$ cat config.mk
export PLATFORM = sky130hd
export DESIGN_NAME = irqPrioArbiter
export DESIGN_NICKNAME = d
export VERILOG_FILES = /design/src/rtl/irqArbPkg.sv /design/src/rtl/prioScanDp.sv /design/src/rtl/cpuIfCtrl.sv /design/src/rtl/irqPrioArbiter.sv
export SDC_FILE = /design/constraint.sdc
export NUM_CORES = 2
export LEC_CHECK = 0
export ABC_CLOCK_PERIOD_IN_PS = 5800
export BUFFER_PORTS_ARGS = -buffer_cell sky130_fd_sc_hd__clkbuf_2
export CAP_MARGIN = 25
export CORE_MARGIN = 2
export CORE_UTILIZATION = 50
export CTS_BUF_LIST = sky130_fd_sc_hd__clkbuf_4
export DETAILED_ROUTE_END_ITERATION = 16
export MAX_ROUTING_LAYER = met4
export PLACE_DENSITY = 0.76
export SYNTH_ARGS = -nofsm -noshare
export SYNTH_HDL_FRONTEND = slang
export SYNTH_HIERARCHICAL = 1
export SYNTH_SLANG_ARGS = --single-unit
export TNS_END_PERCENT = 5
$ cat constraint.sdc
create_clock -name clk -period 5.8 [get_ports clk]
set_clock_uncertainty 0.15 [all_clocks]
set_input_delay 0.87 -clock clk [delete_from_list [all_inputs] [get_ports clk]]
set_output_delay 0.87 -clock clk [all_outputs]
set_load 0.02 [all_outputs]
$ cat src/rtl/irqArbPkg.sv
package irqArbPkg;
  localparam int ID_W = 10;
  localparam logic [ID_W-1:0] NO_ID = 10'h3FF;
  localparam logic [8:0] IDLE_PRIO = 9'h100;

  localparam logic [7:0] OFF_CTRL  = 8'h00;
  localparam logic [7:0] OFF_MASK  = 8'h04;
  localparam logic [7:0] OFF_BPT   = 8'h08;
  localparam logic [7:0] OFF_ACK   = 8'h0C;
  localparam logic [7:0] OFF_EOI   = 8'h10;
  localparam logic [7:0] OFF_RPRI  = 8'h14;
  localparam logic [7:0] OFF_HPEND = 8'h18;

  typedef struct packed {
    logic restart;
  } scanCtl_t;
endpackage

$ cat src/rtl/prioScanDp.sv
module prioScanDp import irqArbPkg::*; #(
  parameter int NUM_IDS = 32
) (
  input  logic                  clk,
  input  logic                  rstN,
  input  scanCtl_t              ctl,
  input  logic [NUM_IDS-1:0]    idEnable,
  input  logic [NUM_IDS-1:0]    pendRow,
  input  logic [NUM_IDS*8-1:0]  idPrio,
  output logic [ID_W-1:0]       bestId,
  output logic [8:0]            bestPrio,
  output logic                  fresh
);
  localparam int IDX_W = (NUM_IDS > 1) ? $clog2(NUM_IDS) : 1;

  logic [IDX_W-1:0] idx;
  logic [ID_W-1:0]  runId, nextId;
  logic [8:0]       runPrio, nextPrio, candPrio;
  logic             take, lastIdx;

  always_comb begin
    candPrio = {1'b0, idPrio[{idx, 3'b000} +: 8]};
    take     = idEnable[idx] && pendRow[idx] && (candPrio < runPrio);
    nextId   = take ? ID_W'(idx) : runId;
    nextPrio = take ? candPrio : runPrio;
    lastIdx  = (idx == IDX_W'(NUM_IDS - 1));
  end

  always_ff @(posedge clk) begin
    if (!rstN) begin
      idx      <= '0;
      runId    <= NO_ID;
      runPrio  <= IDLE_PRIO;
      bestId   <= NO_ID;
      bestPrio <= IDLE_PRIO;
      fresh    <= 1'b0;
    end else if (ctl.restart) begin
      idx     <= '0;
      runId   <= NO_ID;
      runPrio <= IDLE_PRIO;
      fresh   <= 1'b0;
    end else if (lastIdx) begin
      idx      <= '0;
      runId    <= NO_ID;
      runPrio  <= IDLE_PRIO;
      bestId   <= nextId;
      bestPrio <= nextPrio;
      fresh    <= 1'b1;
    end else begin
      idx     <= idx + 1'b1;
      runId   <= nextId;
      runPrio <= nextPrio;
    end
  end


  restart_clears_fresh_chk: assert property (@(posedge clk) disable iff (!rstN)
    ctl.restart |=> !fresh);


  best_pair_chk: assert property (@(posedge clk) disable iff (!rstN)
    (bestId == NO_ID) == (bestPrio == IDLE_PRIO));
endmodule

$ cat src/rtl/cpuIfCtrl.sv
module cpuIfCtrl import irqArbPkg::*; #(
  parameter int NUM_IDS = 32,
  localparam int IDX_W = (NUM_IDS > 1) ? $clog2(NUM_IDS) : 1
) (
  input  logic                  clk,
  input  logic                  rstN,
  input  logic                  distEnable,
  input  logic [NUM_IDS-1:0]    idEnable,
  input  logic [NUM_IDS-1:0]    idOneOfN,
  input  logic [NUM_IDS-1:0]    idLevel,
  input  logic [NUM_IDS-1:0]    idLineHigh,
  input  logic [NUM_IDS-1:0]    targetRow,
  input  logic [NUM_IDS*8-1:0]  idPrio,
  input  logic [ID_W-1:0]       bestId,
  input  logic [8:0]            bestPrio,
  input  logic                  fresh,
  output scanCtl_t              scanCtl,
  input  logic                  reqSel,
  input  logic                  regWe,
  input  logic [7:0]            regAddr,
  input  logic [9:0]            regWdata,
  output logic                  ackQ,
  output logic [31:0]           rdataQ,
  output logic                  irq,
  output logic                  clrStb,
  output logic                  clrAll,
  output logic [IDX_W-1:0]      clrIdx,
  output logic                  setStb,
  output logic [IDX_W-1:0]      setIdx
);
  typedef enum logic {ST_IDLE, ST_WALK} st_t;

  st_t              state;
  logic             cpuEnQ;
  logic [7:0]       maskQ;
  logic [ID_W-1:0]  runIdQ, eoiHold;
  logic [8:0]       runPrioQ, prevPrio;
  logic [ID_W-1:0]  prevOf [NUM_IDS];
  logic [IDX_W-1:0] walkPtr;
  logic [ID_W-1:0]  hpId, eoiId, prevRun, walkNxt;
  logic             isAck, isEoi, svc, ackTake, eoiValid, eoiRun, inRange;
  logic [31:0]      rdNext;

  always_comb begin
    hpId = (distEnable && cpuEnQ && bestId != NO_ID && bestPrio <= {1'b0, maskQ})
           ? bestId : NO_ID;
    irq      = (hpId != NO_ID) && (bestPrio < runPrioQ);
    isAck    = !regWe && regAddr == OFF_ACK;
    isEoi    = regWe && regAddr == OFF_EOI;
    svc      = reqSel && !ackQ && state == ST_IDLE && (!(isAck || isEoi) || fresh);
    ackTake  = svc && isAck && irq;
    eoiId    = regWdata;
    eoiValid = svc && isEoi && runIdQ != NO_ID;
    eoiRun   = eoiValid && eoiId == runIdQ;
    inRange  = eoiId < ID_W'(NUM_IDS);
    prevRun  = prevOf[runIdQ[IDX_W-1:0]];
    prevPrio = (prevRun == NO_ID) ? IDLE_PRIO
               : {1'b0, idPrio[{prevRun[IDX_W-1:0], 3'b000} +: 8]};
    walkNxt  = prevOf[walkPtr];

    scanCtl.restart = ackTake || eoiValid;
    clrStb = ackTake;
    clrIdx = bestId[IDX_W-1:0];
    clrAll = idOneOfN[bestId[IDX_W-1:0]];
    setIdx = eoiId[IDX_W-1:0];
    setStb = eoiValid && inRange && idLevel[setIdx] && idEnable[setIdx]
             && idLineHigh[setIdx] && targetRow[setIdx];

    case (regAddr)
      OFF_CTRL:  rdNext = {31'b0, cpuEnQ};
      OFF_MASK:  rdNext = {24'b0, maskQ};
      OFF_ACK:   rdNext = {22'b0, ackTake ? bestId : NO_ID};
      OFF_RPRI:  rdNext = {23'b0, runPrioQ};
      OFF_HPEND: rdNext = {22'b0, hpId};
      default:   rdNext = '0;
    endcase
  end

  always_ff @(posedge clk) begin
    if (!rstN) begin
      state    <= ST_IDLE;
      cpuEnQ   <= 1'b0;
      maskQ    <= 8'hF0;
      runIdQ   <= NO_ID;
      runPrioQ <= IDLE_PRIO;
      eoiHold  <= NO_ID;
      walkPtr  <= '0;
      ackQ     <= 1'b0;
      rdataQ   <= '0;
      for (int i = 0; i < NUM_IDS; i++) prevOf[i] <= NO_ID;
    end else begin
      ackQ <= 1'b0;
      if (svc) begin
        rdataQ <= rdNext;
        if (regWe && regAddr == OFF_CTRL) cpuEnQ <= regWdata[0];
        if (regWe && regAddr == OFF_MASK) maskQ <= regWdata[7:0];
        if (ackTake) begin
          prevOf[bestId[IDX_W-1:0]] <= runIdQ;
          runIdQ   <= bestId;
          runPrioQ <= bestPrio;
        end
        if (eoiRun) begin
          runIdQ   <= prevRun;
          runPrioQ <= prevPrio;
        end
        if (eoiValid && !eoiRun) begin
          state   <= ST_WALK;
          walkPtr <= runIdQ[IDX_W-1:0];
          eoiHold <= eoiId;
        end else begin
          ackQ <= 1'b1;
        end
      end else if (state == ST_WALK) begin
        if (walkNxt == NO_ID) begin
          state <= ST_IDLE;
          ackQ  <= 1'b1;
        end else if (walkNxt == eoiHold) begin
          prevOf[walkPtr] <= prevOf[eoiHold[IDX_W-1:0]];
          state <= ST_IDLE;
          ackQ  <= 1'b1;
        end else begin
          walkPtr <= walkNxt[IDX_W-1:0];
        end
      end
    end
  end


  run_pair_chk: assert property (@(posedge clk) disable iff (!rstN)
    (runIdQ == NO_ID) == (runPrioQ == IDLE_PRIO));


  ack_takes_best_chk: assert property (@(posedge clk) disable iff (!rstN)
    ackTake |=> (runIdQ == $past(bestId)) && (runPrioQ == $past(bestPrio)));


  eoi_pops_chk: assert property (@(posedge clk) disable iff (!rstN)
    eoiRun |=> runIdQ == $past(prevRun));


  eoi_idle_chk: assert property (@(posedge clk) disable iff (!rstN)
    (svc && isEoi && runIdQ == NO_ID) |=> runPrioQ == IDLE_PRIO);


  ack_pulse_chk: assert property (@(posedge clk) disable iff (!rstN)
    ackQ |=> !ackQ);
endmodule

$ cat src/rtl/irqPrioArbiter.sv
module irqPrioArbiter import irqArbPkg::*; #(
  parameter int NUM_IDS  = 32,
  parameter int NUM_CPUS = 2,
  localparam int CPU_W = (NUM_CPUS > 1) ? $clog2(NUM_CPUS) : 1,
  localparam int IDX_W = (NUM_IDS > 1) ? $clog2(NUM_IDS) : 1
) (
  input  logic                         clk,
  input  logic                         rstN,
  input  logic                         distEnable,
  input  logic [NUM_IDS-1:0]           idEnable,
  input  logic [NUM_CPUS*NUM_IDS-1:0]  idPending,
  input  logic [NUM_IDS*8-1:0]         idPrio,
  input  logic [NUM_IDS-1:0]           idOneOfN,
  input  logic [NUM_IDS-1:0]           idLevel,
  input  logic [NUM_IDS-1:0]           idLineHigh,
  input  logic [NUM_CPUS*NUM_IDS-1:0]  idTarget,
  input  logic                         regReq,
  input  logic [CPU_W-1:0]             regCpu,
  input  logic                         regWe,
  input  logic [7:0]                   regAddr,
  input  logic [9:0]                   regWdata,
  output logic                         regAck,
  output logic [31:0]                  regRdata,
  output logic [NUM_CPUS-1:0]          irqOut,
  output logic [NUM_CPUS*NUM_IDS-1:0]  pendClr,
  output logic [NUM_CPUS*NUM_IDS-1:0]  pendSet
);
  logic [NUM_CPUS-1:0] ackArr, clrStb, clrAll, setStb;
  logic [31:0]         rdataArr [NUM_CPUS];
  logic [IDX_W-1:0]    clrIdx [NUM_CPUS];
  logic [IDX_W-1:0]    setIdx [NUM_CPUS];

  for (genvar c = 0; c < NUM_CPUS; c++) begin : g_cpu
    scanCtl_t        ctl;
    logic [ID_W-1:0] bestId;
    logic [8:0]      bestPrio;
    logic            fresh;

    prioScanDp #(.NUM_IDS(NUM_IDS)) dp_i (
      .clk(clk), .rstN(rstN), .ctl(ctl), .idEnable(idEnable),
      .pendRow(idPending[c*NUM_IDS +: NUM_IDS]), .idPrio(idPrio),
      .bestId(bestId), .bestPrio(bestPrio), .fresh(fresh)
    );

    cpuIfCtrl #(.NUM_IDS(NUM_IDS)) ctrl_i (
      .clk(clk), .rstN(rstN), .distEnable(distEnable), .idEnable(idEnable),
      .idOneOfN(idOneOfN), .idLevel(idLevel), .idLineHigh(idLineHigh),
      .targetRow(idTarget[c*NUM_IDS +: NUM_IDS]), .idPrio(idPrio),
      .bestId(bestId), .bestPrio(bestPrio), .fresh(fresh), .scanCtl(ctl),
      .reqSel(regReq && regCpu == CPU_W'(c)), .regWe(regWe), .regAddr(regAddr),
      .regWdata(regWdata), .ackQ(ackArr[c]), .rdataQ(rdataArr[c]), .irq(irqOut[c]),
      .clrStb(clrStb[c]), .clrAll(clrAll[c]), .clrIdx(clrIdx[c]),
      .setStb(setStb[c]), .setIdx(setIdx[c])
    );
  end

  always_comb begin
    pendClr = '0;
    pendSet = '0;
    for (int c = 0; c < NUM_CPUS; c++) begin
      if (clrStb[c])
        for (int k = 0; k < NUM_CPUS; k++)
          if (clrAll[c] || k == c) pendClr[k*NUM_IDS + int'(clrIdx[c])] = 1'b1;
      if (setStb[c]) pendSet[c*NUM_IDS + int'(setIdx[c])] = 1'b1;
    end
  end

  assign regAck   = |ackArr;
  assign regRdata = rdataArr[regCpu];
endmodule

==> flow_summary.toml <==
[run_status]
outcome = "complete, but fails checks"
violations = "negative setup slack"

[timing]
tightest_slew_ns = 1.22
worst_slack_ns = -0.0600
max_freq_mhz = 171
setup_violations = 2
slew_violations = 0
hold_viol = 0
slew_headroom_pct = 17.8
fin_crit_sh_pct = 101
period_minus_slack_ns = 5.86

[die]
num_io_pins = 699
start_util_pct = 50.2
core_um2 = 127000
die_area_um2 = 131000
die_x_um = 362
fp.dieH_um = 362
rows = 131

[layout]
layout_common_cells = "nand2_1, clkbuf_2, edfxtp_1"
drive_gt1_share_pct = 35.0
mostFrequentLayoutCell = "nand2_1"
fin_util_pct = 58.1
nFillCells = 10773
syn2layout_area_growth_pct = 15.6
nets = 6994

[grt]
grt_pass1_vias = 58047
grt_start_max_net_pins = 120
grt_usage_pct = 55.0
grt_pass1_wl_mm = 478
gr-total-overflow = 0
antenna_found_initial = 112

[synthesis]
ys_ff_latch = 868
synth_area_um2 = 63900
ys_seq_area_share_pct = 37.2
yosys_most_used_dff = "edfxtp_1"
avgSynthCellArea_um2 = 11.3
yosys_warnings = 6
synth_cell_types = 99
netlist_instances = 5640
synth-async-reset-ratio_pct = 0
synth_edf_count = 640

[place]
gp_congestion = 1.17
io_buffers = 676
hpwl_mm = 276

[pwr]
finalPower_mw = 14.3
peakVddDrop_uv = 222
power_density_nw_per_um2 = 194
leakagePower_nw = 26.1

[worst_setup_path]
r2r_setup_slack_ns = 0.22
crit_end = "pendClr[33]"
path_max_fanout = 10
cp.arrival_ns = 4.84
worstPathRequired_ns = 4.78
worstSetupPathType = "reg2out"
crit_top_cell = "mux4_2"
worst_r2r_endpoint = "g_cpu[1].ctrl_i/prevOf[26][1]"
critical_path.max_stage_delay_ns = 0.83
start_kind = "flip-flop"
slowest_stage = "mux4_2"
startpoint = "g_cpu[0].dp_i/bestId[0]"
crit_chain = "mux4_2 > mux4_2 > mux2_2 > nand4b_1 > o22ai_1 > clkbuf_2"
cp-end-kind = "output port"
worst_r2r_path_depth = 15

[flow_run]
maxCapViolations = 0

[clock_tree]
h-tree-depth = 4
clockBufferDepth = 3
clk_pin_slew_worst_paths_ns = 0.07
root_buffer = "clkbuf_4"
clock_latency_ns = 1.29
cts_sinks = 868
numCtsBuffers = 228
cts_tree = "done"

[route]
viasPerCell = 7.41
wirelength_mm = 354
antenna_left = 0
drt_pass1_iterations = 12
drcViolationCount = 0
avgRoutedWirePerCell_um = 42.3
first_iter_violations = 10980
vias = 62007

[min_path]
min_path_type = "in2reg"
[critical path, delay by kind of cell, from the launching register on]
kind,cells,cell delay [ns]
multiplexers,3,1.91
flip-flops,1,0.79
AND/OR/NAND/NOR,1,0.40
buffers and inverters,1,0.23
AO/OA/AOI/OAI,1,0.21
[metrics by stage]
stage          std cells  setup TNS [ns]  hold slack (ns)  setup slack [ns]  instance area, um^2
2_1_floorplan       5682               0            0.268             0.709                64100
3_3_place_gp        7833               0            0.278             0.304                70500
3_5_place_dp        7833               0            0.286             0.307                70500
4_1_cts             8253               0        0.0000814            0.0916                73600
5_1_grt             8360         -0.0327          0.00714           -0.0306                73900
6_report            8371         -0.0621           0.0879           -0.0600                73900
[worst min-delay path by stage]
stage | from | end | depth (start not counted)
global route | regWdata[9] | g_cpu[0].ctrl_i/eoiHold[9] | 3
finish | regWe | g_cpu[1].ctrl_i/cpuEnQ | 4
CTS | regWdata[9] | g_cpu[0].ctrl_i/eoiHold[9] | 3
global placement | g_cpu[0].ctrl_i/rdataQ[4] | g_cpu[0].ctrl_i/rdataQ[4] | 1
detailed placement | g_cpu[0].dp_i/runId[7] | g_cpu[0].dp_i/runId[7] | 2
floorplan | g_cpu[0].dp_i/runId[5] | g_cpu[0].dp_i/runId[5] | 2
[area by class of cell]
type,count,area [um^2],share of cell area [%]
inverters,83,312,0.422
repair buffers,1067,7050,9.54
clock buffers,326,2450,3.31
diodes,116,290,0.393
flip-flops and latches,868,23800,32.3
multi-input cells,4160,37200,50.4
clock inverters,89,639,0.865
well taps,1662,2080,2.81
[sequential cells by signal, indices dropped and copies added (netlist names), named ones only]
register and flops:
g_cpu.ctrl_i/prevOf 640, g_cpu.ctrl_i/eoiHold 20, g_cpu.ctrl_i/rdataQ 20, g_cpu.ctrl_i/runIdQ 20
g_cpu.dp_i/bestId 20, g_cpu.dp_i/runId 20, g_cpu.ctrl_i/runPrioQ 18, g_cpu.dp_i/bestPrio 18
g_cpu.dp_i/runPrio 18, g_cpu.ctrl_i/maskQ 16, g_cpu.ctrl_i/walkPtr 10, g_cpu.dp_i/idx 10
g_cpu.ctrl_i/ackQ 2, g_cpu.ctrl_i/cpuEnQ 2, g_cpu.ctrl_i/state 2, g_cpu.dp_i/fresh 2
[power breakdown]
group / internal, mW / switching, mW / total (mW)
registers: 6.68 / 0.0797 / 6.76
logic: 0.681 / 1.16 / 1.85
clock network: 2.91 / 2.84 / 5.74
total: 10.3 / 4.08 / 14.3
[synthesized netlist by cell type, types with 28 or more instances]
master	instances	area, um^2
a21oi_1	117	586
a221oi_1	33	289
a22oi_1	78	586
and3_1	28	175
buf_1	61	229
buf_2	210	1050
buf_4	88	661
clkbuf_1	193	724
dfxtp_1	228	4560
edfxtp_1	640	19200
ha_1	50	626
inv_1	80	300
mux2_2	89	1000
mux2i_1	554	5550
mux4_2	638	14400
nand2_1	976	3660
nand2b_1	55	344
nand3_1	136	681
nand3b_1	35	263
nand4_1	95	594
nor2_1	232	871
nor2b_1	55	344
nor3_1	38	190
o211ai_1	53	398
o21ai_0	130	651
o22ai_1	139	870
or2_2	30	188
[layer usage]
layer | track usage, % | vias up | wire length [um]
li1 | - | 23879 | -
met1 | 59.1 | 30230 | 111000
met2 | 75.3 | 6200 | 146000
met3 | 26.7 | 1698 | 56800
met4 | 47.6 | 0 | 40000
met5 | - | - | 0
[repair_timing]
item	in CTS	in global routing
setup endpoints to repair	0	20
endpoints found under the hold margin	42	0
resized for setup	0	2
hold buffers	5	0
setup buffers	0	0
[cell families (layout without fill, tap and decap cells)]
family,Yosys count,after routing,share of synthesized area [%]
other cells,2,160,0.0118
xor+xnor,41,41,0.562
fa+ha+maj,50,50,0.979
buf+inv,654,1565,4.99
compound gates,907,907,10.2
mux,1283,1283,32.8
simple gates,1835,1835,13.3
flops,868,868,37.2
(Power assumes the default switching activity.)
